File: config.mk
export PLATFORM = sky130hd
export DESIGN_NAME = bl_sram
export DESIGN_NICKNAME = d
export VERILOG_FILES = /design/src/rtl/bl_sram_pkg.sv /design/src/rtl/bl_decode.sv /design/src/rtl/bl_lane_store.sv /design/src/rtl/bl_sram.sv
export SDC_FILE = /design/constraint.sdc
export NUM_CORES = 1
export LEC_CHECK = 0
export ABC_AREA = 1
export BUFFER_PORTS_ARGS = -buffer_cell sky130_fd_sc_hd__buf_4
export CAP_MARGIN = 20
export CORE_ASPECT_RATIO = 0.7
export CORE_MARGIN = 3
export CORE_UTILIZATION = 30
export CTS_CLUSTER_DIAMETER = 30
export CTS_CLUSTER_SIZE = 16
export DETAILED_ROUTE_END_ITERATION = 12
export GPL_ROUTABILITY_DRIVEN = 0
export PLACE_DENSITY = 0.48
export SLEW_MARGIN = 20
export SYNTH_ARGS = -nofsm -noshare
export SYNTH_HDL_FRONTEND = slang
export SYNTH_HIERARCHICAL = 1
export SYNTH_SLANG_ARGS = --single-unit
File: constraint.sdc
create_clock -name clk -period 0.95 [get_ports clk]
set_input_delay 0 -clock clk [delete_from_list [all_inputs] [get_ports clk]]
set_output_delay 0 -clock clk [all_outputs]
set_load 0.01 [all_outputs]
File: src/rtl/bl_sram_pkg.sv
package bl_sram_pkg;
    typedef enum logic [1:0] {
        DESEL  = 2'b00,
        READ   = 2'b01,
        WRITE  = 2'b10,
        OUTDIS = 2'b11
    } mode_t;
endpackage

File: src/rtl/bl_decode.sv
module bl_decode
    import bl_sram_pkg::*;
#(
    parameter int LANES = 2
) (
    input  logic             sel_n,
    input  logic             wen_n,
    input  logic             oen_n,
    input  logic [LANES-1:0] lane_n,
    output mode_t            mode_nx,
    output logic [LANES-1:0] wr_lane,
    output logic [LANES-1:0] rd_lane
);
    always_comb begin
        mode_nx = DESEL;
        wr_lane = '0;
        rd_lane = '0;
        if (!sel_n) begin
            if (!wen_n) begin
                mode_nx = WRITE;
                wr_lane = ~lane_n;
            end else if (!oen_n && (lane_n != {LANES{1'b1}})) begin
                mode_nx = READ;
                rd_lane = ~lane_n;
            end else begin
                mode_nx = OUTDIS;
            end
        end
    end
endmodule

File: src/rtl/bl_lane_store.sv
module bl_lane_store #(
    parameter int ADDR_W = 4,
    parameter int LANE_W = 8
) (
    input  logic              clk,
    input  logic              wr_en,
    input  logic [ADDR_W-1:0] addr,
    input  logic [LANE_W-1:0] wbyte,
    output logic [LANE_W-1:0] rbyte
);
    localparam int DEPTH = 1 << ADDR_W;

    logic [LANE_W-1:0] mem [DEPTH];

    always_ff @(posedge clk) begin
        if (wr_en) begin
            mem[addr] <= wbyte;
        end
        rbyte <= mem[addr];
    end
endmodule

File: src/rtl/bl_sram.sv
module bl_sram
    import bl_sram_pkg::*;
#(
    parameter int ADDR_W = 4,
    parameter int LANES  = 2,
    parameter int LANE_W = 8,
    localparam int DATA_W = LANES * LANE_W
) (
    input  logic              clk,
    input  logic              rst_n,
    input  logic              sel_n,
    input  logic              wen_n,
    input  logic              oen_n,
    input  logic [LANES-1:0]  lane_n,
    input  logic [ADDR_W-1:0] addr,
    input  logic [DATA_W-1:0] wdata,
    output logic [DATA_W-1:0] rdata,
    output logic [LANES-1:0]  rdrive,
    output logic [1:0]        mode
);
    mode_t            mode_nx, mode_q;
    logic [LANES-1:0] wr_lane, rd_lane, rd_q;
    logic [DATA_W-1:0] lane_q;

    bl_decode #(.LANES(LANES)) u_dec (
        .sel_n   (sel_n),
        .wen_n   (wen_n),
        .oen_n   (oen_n),
        .lane_n  (lane_n),
        .mode_nx (mode_nx),
        .wr_lane (wr_lane),
        .rd_lane (rd_lane)
    );

    for (genvar l = 0; l < LANES; l++) begin : g_lane
        bl_lane_store #(.ADDR_W(ADDR_W), .LANE_W(LANE_W)) u_store (
            .clk   (clk),
            .wr_en (wr_lane[l]),
            .addr  (addr),
            .wbyte (wdata[l*LANE_W +: LANE_W]),
            .rbyte (lane_q[l*LANE_W +: LANE_W])
        );
        assign rdata[l*LANE_W +: LANE_W] = rdrive[l] ? lane_q[l*LANE_W +: LANE_W] : '0;
    end

    // state register
    always_ff @(posedge clk or negedge rst_n) begin
        if (!rst_n) begin
            mode_q <= DESEL;
            rd_q   <= '0;
        end else begin
            mode_q <= mode_nx;
            rd_q   <= rd_lane;
        end
    end

    // outputs from state
    always_comb begin
        mode = mode_q;
        unique case (mode_q)
            READ:   rdrive = rd_q;
            DESEL:  rdrive = '0;
            WRITE:  rdrive = '0;
            OUTDIS: rdrive = '0;
        endcase
    end
endmodule

**Word level (Yosys, flattened, before mapping)**

Memories as Yosys holds them, arrays and structs flattened. A register that Yosys moved wholly into a read port is not among the register bits.
Cells that the tools add are included.

- Eq/ne operators: 4
- Mux-type cells: 15
- Bitwise logic cells: 1
- Reduce and logical (&&, ||, !) cells: 4

Operators with widths:

| cell | count |
|---|---|
| two-way mux 2 bit | 8 |
| two-way mux 8 bit | 2 |
| equality test 2 bit, second input constant | 2 |
| two-way mux 1 bit | 4 |
| case mux 2 bit (2 select lines) | 1 |
| OR reduction 3 bit | 1 |
| equality test 2 x 1 -> 1 bit, second input constant | 1 |
| zero test 2 bit | 1 |
| inequality test 2 bit, second input constant | 1 |
| inverter 2 bit | 1 |
| logical AND 1 bit | 1 |
| zero test 1 bit | 1 |

- Register bits: 4
- Bits in writable memories: 256
- Input bits: 27
- Memories kept: 2

Memories:

| memory | depth | bits a word | rd ports | clocked after memory_dff | wr ports | RTL line | source |
|---|---|---|---|---|---|---|---|
| g_lane[0].u_store.mem | 16 | 8 | 1 | 1 | 1 | bl_lane_store.sv:13 | `logic [LANE_W-1:0] mem [DEPTH];` |
| g_lane[1].u_store.mem | 16 | 8 | 1 | 1 | 1 | bl_lane_store.sv:13 |  |

**Longest topological paths before layout**

Gate-level depths: netlist (run 1).

- Depth after elaboration: 5
- Mapped depth: 11
- Mapped depth without buffers: 9

**Hierarchy**

The synthesis (run 1) kept the hierarchy.

Modules (own cells, without submodules):

| module | instances | cells an instance | area an instance (µm²) | sequential area each (µm²) |
|---|---|---|---|---|
| bl_lane_store | 2 | 548 | 5,592.9 | 4,003.8 |
| bl_sram | 1 | 41 | 251.5 | 100.1 |
| bl_decode | 1 | 11 | 47.5 | 0.0 |

**Worst setup path before layout (run 1)**

OpenSTA, ideal clock, no wires.

- Path kind: input -> register
- Start point: input port addr[1]
- End point: memory g_lane[0].u_store.mem[3][0], enable pin
- Arrival: 1.007 ns
- Data required time: 0.580 ns
- Slack: -0.427 ns
- Stages: 4
- Path through: buf_2 > clkbuf_1 > nand3_1 > nor2_1

RTL lines:

| item | RTL line | source |
|---|---|---|
| from (decl) | bl_sram.sv:15 | `input logic [ADDR_W-1:0] addr,` |
| to (decl) | bl_lane_store.sv:13 |  |

No word-level cell before the write port.

**Worst setup path after layout (run 1)**

- Start point: register mode_q[1], in the netlist mode[1]
- End point: output port rdata[0]

- Longest elaborated chain between the ends: 4
- Elaborated cells between the ends (all ways): 7
- Classes of those cells: 3 x eq/ne; 2 x mux; 2 x reduce/logical

RTL lines:

| item | RTL line | source |
|---|---|---|
| from (decl) | bl_sram.sv:21 | `mode_t mode_nx, mode_q;` |
| from (signal assigned) | bl_sram.sv:52 | `mode_q <= mode_nx;` |
| equality test 2 bit or zero test 2 bit (tied branches) | bl_sram.sv:60 | `unique case (mode_q)` |
| OR reduction 3 bit (no source line) | n/a |  |
| case mux 2 bit (2 select lines) * | bl_sram.sv:60 |  |
| two-way mux 8 bit * | bl_sram.sv:43 | `assign rdata[l*LANE_W +: LANE_W] = rdrive[l] ? lane_q[l*LANE_W +: LANE_W] : '0;` |
| to (decl) | bl_sram.sv:17 | `output logic [DATA_W-1:0] rdata,` |

Mark *: on every way between the ends. The rest lies on a longest branch, timed or not.

==> reports/summary.txt, run 1 <==
area of the multi-input gates = 3520 µm²
die area = 40700 µm²
result of the run = finished, violations left
filler cell count = 3558
fraction of registers with async set or reset after synthesis = 1.45%
fin crit share = 166%
clock root buffer master = clkbuf_16
count of H-tree levels built during CTS = 2
DPL Wire Length = 20700 µm
diode insertion count for antenna repair = 0
Synth Register Bits = 276
initial antenna violation count = 0
maximum clock insertion buffer count = 3
number of antenna-violating nets in the routed design = 0
top cell type's share of synthesized area = 66.9%
standard cell core area = 37400 µm²
global-route wire length before repair = 47100 µm
top area cells in the synthesized netlist = edfxtp_1, nand2_1, dfxtp_1
slew at the pin closest to its max-slew limit = 419 ps
final setup vio count = 35
num rows = 59
overall power of the completed layout = 0.0364 W
worst hold margin = 64.5 ps
power per cell area = 2300 nW/µm²
Initial DRC Count = 595
final number of max-transition violations = 0
data required time at the worst endpoint = 950 ps
CTS clock-pin slew for the worst setup and hold paths = 50 ps
synthesized instance count = 1148
total via count after detailed routing = 8027
number of nets in the layout = 1323
worst-path cell with the longest stage delay = dfrtp_1
type of the worst setup path = reg2out
height of the die = 170 µm
setup slack of the most critical reg-to-reg path = -80 ps
nature of the critical path endpoint = output pin
GRT Resource Usage Total = 15.6%
DRC violation count after routing = 0
clock tree from TritonCTS = built
CTS buffer count = 58
Final Worst Setup Slack = -623 ps
class of the most critical hold timing path = in2reg
Chip Width = 240 µm
Max Clock Skew = 14.5 ps
distinct cell type count after synthesis = 15
sequential share of the synthesized area = 70.6%
most instantiated cells after synthesis = nand2_1, edfxtp_1, inv_1, nor2_1, buf_2
boundary pin count = 47
leakage power total = 6.54 nW
vias in the first global route = 8018
Max Freq = 636 MHz
wire length per cell after detailed routing = 17.1 µm
Placed Instance Area = 13200 µm²
setup repair after global routing missed its margin = true
clock sinks = 276
share of final-layout standard cells stronger than drive strength 1 = 26.8%
Worst IR Drop VDD = 1550 µV
largest area contributor in the synthesized netlist = edfxtp_1
number of nets produced by synthesis = 1175
GRT Residual Overflow = 0
slew margin rel. = 72.0%
post-synth design cell area = 11500 µm²
number of synthesized flops with an enable pin = 256
number of I/O port buffers = 46
drt pass-1 iters = 5
max-capacitance violation count = 0
Max Fanout on Critical Path = 8
detailed-route vias per instance = 4.38
clock insertion delay at the later pin of the skew report = 560 ps
initial cell density of the core = 30.7%
final worst path period need = 1570 ps
predominant post-synthesis flop cell = edfxtp_1
most repeated cell in the gate-level netlist after synthesis = nand2_1
worst path cell trace = inv_2 -> nand3_4 -> nor2_1 -> buf_4 -> buf_6
violated checks = negative setup slack
Final Hold Violating Endpoints = 0
CP peak stage delay = 380 ps
Sequential Area = 8110 µm²
Mean Syn Cell Area = 10.0 µm²
total wire length = 31300 µm
maximum number of pins on one net before global-route repair = 34
Worst Setup Start Kind = flop
area of all placed cells without fillers = 15800 µm²
Yosys warnings = 6
synth-to-layout area growth = 37.7%
CP arrival = 1570 ps
[final cells by class]
type	count	area share (%)
well taps	488	3.86
flip-flops and latches	276	51.3
multi-input cells	763	22.3
clock buffers	62	9.41
repair buffers	130	8.02
clock inverters	47	3.60
inverters	67	1.59
[power by group]
group	internal, W	switching (W)
combinational	0.000698	0.00138
clock	0.0141	0.00666
sequential	0.0135	0.0000428
[repair_timing]
item	4_1_cts	5_1_grt
hold buffers	24	0
pin swaps	67	56
gates resized for setup	65	60
setup buffers	2	0
hold endpoints to repair	264	0
setup endpoints to repair	36	37
[per-stage QoR]
step | utilization, % | std cells | worst slack [ps] | TNS (ps)
floorplan | - | 1148 | -159 | -35360
global placement | 35.3 | 1699 | -391 | -96150
detailed placement | 35.3 | 1699 | -425 | -101400
CTS | 41.9 | 1834 | -659 | -12630
global route | 42.3 | 1833 | -710 | -14810
finish | 42.3 | 1833 | -623 | -12010
[worst paths after layout]
path                                                       to  cells past startpoint                                    from
max in group asynchronous                   mode[0]$_DFF_PN0_                      3                                   rst_n
hold reg to reg            g_lane[1].u_store/rbyte[4]$_DFF_P_                      8   g_lane[1].u_store/mem[4][4]$_DFFE_PP_
setup / recovery                                     rdata[0]                      5                       mode[1]$_DFF_PN0_
setup reg to reg           g_lane[0].u_store/rbyte[6]$_DFF_P_                      8  g_lane[0].u_store/mem[14][6]$_DFFE_PP_
min in group asynchronous                   rd_q[0]$_DFF_PN0_                      3                                   rst_n
hold / removal             g_lane[1].u_store/rbyte[7]$_DFF_P_                      7                                 addr[2]
[sequential cells by signal, summed over array words and instances, names as in the netlist]
name	flops
g_lane.u_store/rbyte	16
mode	2
rd_q	2
g_lane.u_store/mem	256
[kinds of logic after synthesis]
| group | Yosys count | share of synthesized area [%] |
|---|---|---|
| and+or+nand+nor | 762 | 25.1 |
| DFF | 276 | 70.6 |
| buffers and inverters | 109 | 4.22 |
| AOI/OAI and AO/OA | 1 | 0.0435 |
[critical path, delay by kind of cell, from the launching register on]
kind / cells / cell delay, ps
simple gates: 2 / 320
flops: 1 / 380
buf+inv: 3 / 320
[metal layers]
layer	wire, µm	GRT usage, %	up-vias
met1	15600	23.1	3780
met3	1740	2.97	46
met4	551	4.52	0
met2	13400	23.2	204
li1	-	-	3997
met5	0	0	-
[layout by cell type (no fill, tap or decap), drive strengths merged]
| master | instances |
|---|---|
| clkbuf | 62 |
| edfxtp | 256 |
| nand3 | 10 |
| bufinv | 10 |
| dfxtp | 16 |
| nor3 | 4 |
| buf | 107 |
| dlygate4sd3 | 23 |
| nor2 | 54 |
| clkinvlp | 10 |
| clkinv | 19 |
| nand2 | 694 |
| dfrtp | 4 |
| a21oi | 1 |
| inv | 75 |
Power figures use the tool's default switching activity.
==> run 2: changes to the inputs <==
--- a/constraint.sdc
+++ b/constraint.sdc
@@ -3,2 +3,2 @@
 set_output_delay 0 -clock clk [all_outputs]
-set_load 0.01 [all_outputs]
+set_load 0.05 [all_outputs]
==> run 2 against run 1 <==
Critical endpoint unchanged. Register-to-register slack about the same. Clock skew down 2.3 ps. Power down 4.2%. Largest cell class unchanged. The flow still finishes with violations (negative setup slack).
==> reports/summary.txt, run 2 (synthesis gave the netlist of run 1 again) <==
Max Clock Skew = 12.3 ps
Final Hold Violating Endpoints = 0
max FFs per register = 256
violated checks = negative setup slack
CTS buffer count = 54
wire length per cell after detailed routing = 16.8 µm
type of the worst setup path = reg2out
slew at the pin closest to its max-slew limit = 533 ps
Worst Setup Start Kind = flop
num rows = 59
result of the run = finished, violations left
GRT Resource Usage Total = 15.1%
maximum clock insertion buffer count = 3
fin crit share = 166%
Max Freq = 634 MHz
Setup Slack @ Placement = -414 ps
global-route wire length before repair = 46100 µm
initial cell density of the core = 30.7%
Initial DRC Count = 545
class of the most critical hold timing path = in2reg
Final Worst Setup Slack = -628 ps
power per cell area = 2210 nW/µm²
max-capacitance violation count = 0
Chip Width = 240 µm
largest registers ranked by flip-flop count = g_lane.u_store/mem x256, g_lane.u_store/rbyte x16
CP arrival = 1580 ps
clock tree from TritonCTS = built
CP peak stage delay = 410 ps
final core area utilization = 42.1%
count of H-tree levels built during CTS = 2
initial antenna violation count = 0
largest register by flop count = g_lane.u_store/mem
CTS clock-pin slew for the worst setup and hold paths = 50 ps
DRC violation count after routing = 0
share of final-layout standard cells stronger than drive strength 1 = 27.5%
setup repair after global routing missed its margin = true
vias in the first global route = 7927
die area = 40700 µm²
detailed-route vias per instance = 4.41
Worst IR Drop VDD = 1140 µV
Placed Instance Area = 13300 µm²
number of antenna-violating nets in the routed design = 0
slew margin rel. = 64.5%
most frequent cells in the layout = nand2_1, edfxtp_1, nand2_2, buf_4, clkbuf_16
final setup vio count = 34
worst-path cell with the longest stage delay = dfrtp_2
nature of the critical path endpoint = output pin
worst path cell trace = inv_4 -> nand3_4 -> buf_12 -> nor2_4 -> buf_8
height of the die = 170 µm
clock insertion delay at the later pin of the skew report = 560 ps
total wire length = 30600 µm
total via count after detailed routing = 8025
area of all placed cells without fillers = 15800 µm²
diode insertion count for antenna repair = 0
Max Fanout on Critical Path = 5
final number of max-transition violations = 0
number of I/O port buffers = 46
GRT Residual Overflow = 0
standard cell core area = 37400 µm²
leading cell type in the layout, fill and taps excluded = nand2_1
leakage power total = 6.45 nW
clock root buffer master = clkbuf_16
final worst path period need = 1580 ps
maximum number of pins on one net before global-route repair = 41
drt pass-1 iters = 5
synth-to-layout area growth = 37.2%
data required time at the worst endpoint = 950 ps
boundary pin count = 47
DPL Wire Length = 20200 µm
number of nets in the layout = 1315
clock sinks = 276
[run 2: path summary, 6_finish.rpt]
kind	endpoint	cells after the start	from	slack [ps]
min in group asynchronous	rd_q[1]$_DFF_PN0_	3	rst_n	360
min reg2reg	g_lane[0].u_store/rbyte[5]$_DFF_P_	8	g_lane[0].u_store/mem[10][5]$_DFFE_PP_	690
min	g_lane[1].u_store/rbyte[2]$_DFF_P_	7	addr[2]	80
max in group asynchronous	mode[1]$_DFF_PN0_	3	rst_n	400
max reg2reg	g_lane[1].u_store/rbyte[0]$_DFF_P_	8	g_lane[1].u_store/mem[7][0]$_DFFE_PP_	-80
max	rdata[0]	5	mode[1]$_DFF_PN0_	-630
[run 2: report_power, final]
| part | internal (W) | total [W] | switching [W] |
|---|---|---|---|
| Clock | 0.0128 | 0.0192 | 0.00639 |
| Combinational | 0.000692 | 0.00212 | 0.00142 |
| Sequential | 0.0135 | 0.0135 | 0.0000443 |
[run 2: stage by stage]
step                      setup TNS, ps  total power [W]  hold WS, ps  cells
final                            -12140           0.0349         84.6   1821
after global routing             -14570           0.0361          100   1821
after CTS                        -12680           0.0352         48.1   1819
after detailed placement         -99460           0.0157         -202   1694
after global placement          -101860           0.0157         -199   1694
after floorplan                  -39300           0.0148         -296   1148
[run 2: worst max-delay path: cells and delay by family, from the launching register on]
family                 cells  cell delay, ps
buffers and inverters      3             400
AND/OR/NAND/NOR            2             220
flip-flops                 1             410
[run 2: final cells by class]
cell class                 instances  area [µm²]
clock buffer                      59        1390
clock inverter                    42         499
fill                            3524       21700
inverter                          67         262
multi-input combinational        763        3600
sequential                       276        8110
tap                              488         611
timing repair buffer             126        1280
[run 2: timing repair]
action | 4_1_cts | 5_1_grt
hold endpoints to repair | 264 | 0
setup endpoints to repair | 36 | 36
hold buffers | 23 | 0
resized for setup | 80 | 47
cloned | 0 | 1
setup buffers | 1 | 1
pin swaps | 47 | 64
[run 2: metal layers]
metal / GRT usage, % / wire (µm) / vias up / part of all wire, %
met5: 0 / 0 / - / 0
met3: 2.75 / 1520 / 37 / 5.0
met4: 4.05 / 454 / 0 / 1.5
li1: - / - / 3966 / -
met2: 22.9 / 13400 / 191 / 44
met1: 22.3 / 15300 / 3831 / 50
==> run 3: changes to the inputs <==
Settings changed: CELL_PAD_IN_SITES_DETAIL_PLACEMENT set to 0, CELL_PAD_IN_SITES_GLOBAL_PLACEMENT set to 2, PLACE_DENSITY 0.48 to 0.65.
==> run 3 against run 2 <==
Clock-buffer cell count up 3. Power down 1.0%. The run still ends with negative setup slack left. Clock skew increased by 13 ps. Wire length rose by 6.2%.
==> reports/summary.txt, run 3 (synthesis gave the netlist of run 1 again) <==
result of the run = finished, violations left
violated checks = negative setup slack
CP peak stage delay = 420 ps
GRT Resource Usage Total = 16.2%
max-capacitance violation count = 0
Worst Setup Start Kind = flop
final number of max-transition violations = 0
CP arrival = 1610 ps
number of placed instances, taps included = 1700
worst-path cell with the longest stage delay = dfrtp_2
setup repair after global routing missed its margin = true
category of cells accounting for the largest share of critical-path delay = flip-flops
diode insertion count for antenna repair = 0
class of the most critical hold timing path = in2reg
vias in the first global route = 7876
Max Clock Skew = 25.7 ps
filler cell count = 3569
leading cell type in the layout, fill and taps excluded = nand2_1
data required time at the worst endpoint = 950 ps
height of the die = 170 µm
worst path cell trace = inv_4 -> nand3_4 -> buf_12 -> nor2_4 -> buf_8
fin crit share = 169%
Chip Width = 240 µm
Placed Instance Area = 13400 µm²
type of the worst setup path = reg2out
Max Fanout on Critical Path = 3
GRT Residual Overflow = 0
maximum number of pins on one net before global-route repair = 38
largest registers ranked by flip-flop count = g_lane.u_store/mem x256, g_lane.u_store/rbyte x16
power per cell area = 2170 nW/µm²
final setup vio count = 33
die area = 40700 µm²
number of antenna-violating nets in the routed design = 0
slew margin rel. = 79.3%
detailed-route vias per instance = 4.38
standard cell core area = 37400 µm²
area of all placed cells without fillers = 15900 µm²
DRC violation count after routing = 0
Initial DRC Count = 556
total via count after detailed routing = 8009
largest register by flop count = g_lane.u_store/mem
max FFs per register = 256
slew at the pin closest to its max-slew limit = 311 ps
clock sinks = 276
Worst IR Drop VDD = 1220 µV
synth-to-layout area growth = 38.5%
share of final-layout standard cells stronger than drive strength 1 = 29.0%
non-filler instance count after layout = 1828
CTS clock-pin slew for the worst setup and hold paths = 50 ps
maximum clock insertion buffer count = 3
Final Worst Setup Slack = -659 ps
nature of the critical path endpoint = output pin
DPL Wire Length = 21800 µm
final worst path period need = 1610 ps
clock tree from TritonCTS = built
initial cell density of the core = 30.7%
WP buf/inv = 3
number of I/O port buffers = 46
leakage power total = 6.50 nW
CTS buffer count = 56
clock insertion delay at the later pin of the skew report = 560 ps
num rows = 59
Max Freq = 621 MHz
drt pass-1 iters = 5
initial antenna violation count = 1
most frequent cells in the layout = nand2_1, edfxtp_1, nand2_2, buf_4, clkbuf_16
number of nets in the layout = 1322
count of H-tree levels built during CTS = 2
global-route wire length before repair = 48900 µm
boundary pin count = 47
clock root buffer master = clkbuf_16
wire length per cell after detailed routing = 17.8 µm
total wire length = 32500 µm
Final Hold Violating Endpoints = 0
[run 3: cell types whose count changed in the layout (fill, tap and decap cells not counted), sizes merged]
cell,change
bufinv,-4
clkbuf,+3
buf,+5
clkinvlp,-2
inv,+9
clkinv,-4
[run 3: worst reg2reg max path, stage by stage, from the launching register on]
cell	delay, ps
edfxtp_1	370
nand2_1	70
nand2_1	60
nand2_1	80
nand2_2	70
nand2_2	80
nand2_2	70
inv_2	50
nand2_2	40
[run 3: path summary, 6_finish.rpt]
check | from | end | slack, ps | depth (start not counted)
hold reg to reg | g_lane[1].u_store/mem[2][7]$_DFFE_PP_ | g_lane[1].u_store/rbyte[7]$_DFF_P_ | 720 | 8
setup reg to reg | g_lane[0].u_store/mem[5][7]$_DFFE_PP_ | g_lane[0].u_store/rbyte[7]$_DFF_P_ | -50 | 8
setup / recovery | mode[1]$_DFF_PN0_ | rdata[6] | -660 | 5
min in group asynchronous | rst_n | rd_q[1]$_DFF_PN0_ | 360 | 3
hold / removal | addr[1] | g_lane[1].u_store/rbyte[7]$_DFF_P_ | 30 | 8
max in group asynchronous | rst_n | mode[0]$_DFF_PN0_ | 400 | 3
[run 3: power breakdown]
| part | internal [W] | switching, W |
|---|---|---|
| registers | 0.0135 | 0.0000736 |
| clock network | 0.0121 | 0.00666 |
| logic | 0.000741 | 0.00147 |
[run 3: through the flow]
step                setup slack, ps  TNS [ps]  power, W  util [%]  hold slack, ps
floorplan                      -268    -39300    0.0148         -            -296
global route                   -743    -14730    0.0357      42.5            92.6
detailed placement             -411   -101670    0.0158      35.9            -200
global placement               -394    -98760    0.0158      35.9            -199
CTS                            -734    -13210    0.0348      42.0            19.1
finish                         -659    -12070    0.0345      42.5            29.0
[run 3: timing repair]
item,4_1_cts,5_1_grt
setup buffers,1,0
hold buffers,23,0
gates resized for setup,83,61
cloned,0,1
hold endpoints to repair,264,0
pin swaps,74,70
endpoints found under the setup margin,36,36
[run 3: layout make-up]
class                           instances  area (µm²)  share of cell area [%]
Timing Repair Buffer                  131        1420                    8.91
Tap cell                              488         611                    3.84
Inverter                               67         262                    1.64
Sequential cell                       276        8110                    51.0
Clock inverter                         41         413                    2.60
Multi-Input combinational cell        763        3670                    23.1
Clock buffer                           62        1420                    8.95
[run 3: layer usage]
metal	track usage, %	part of all wire (%)
met5	0	0
met1	26.7	55
met3	2.88	4.6
met4	4.54	1.8
met2	21.1	38
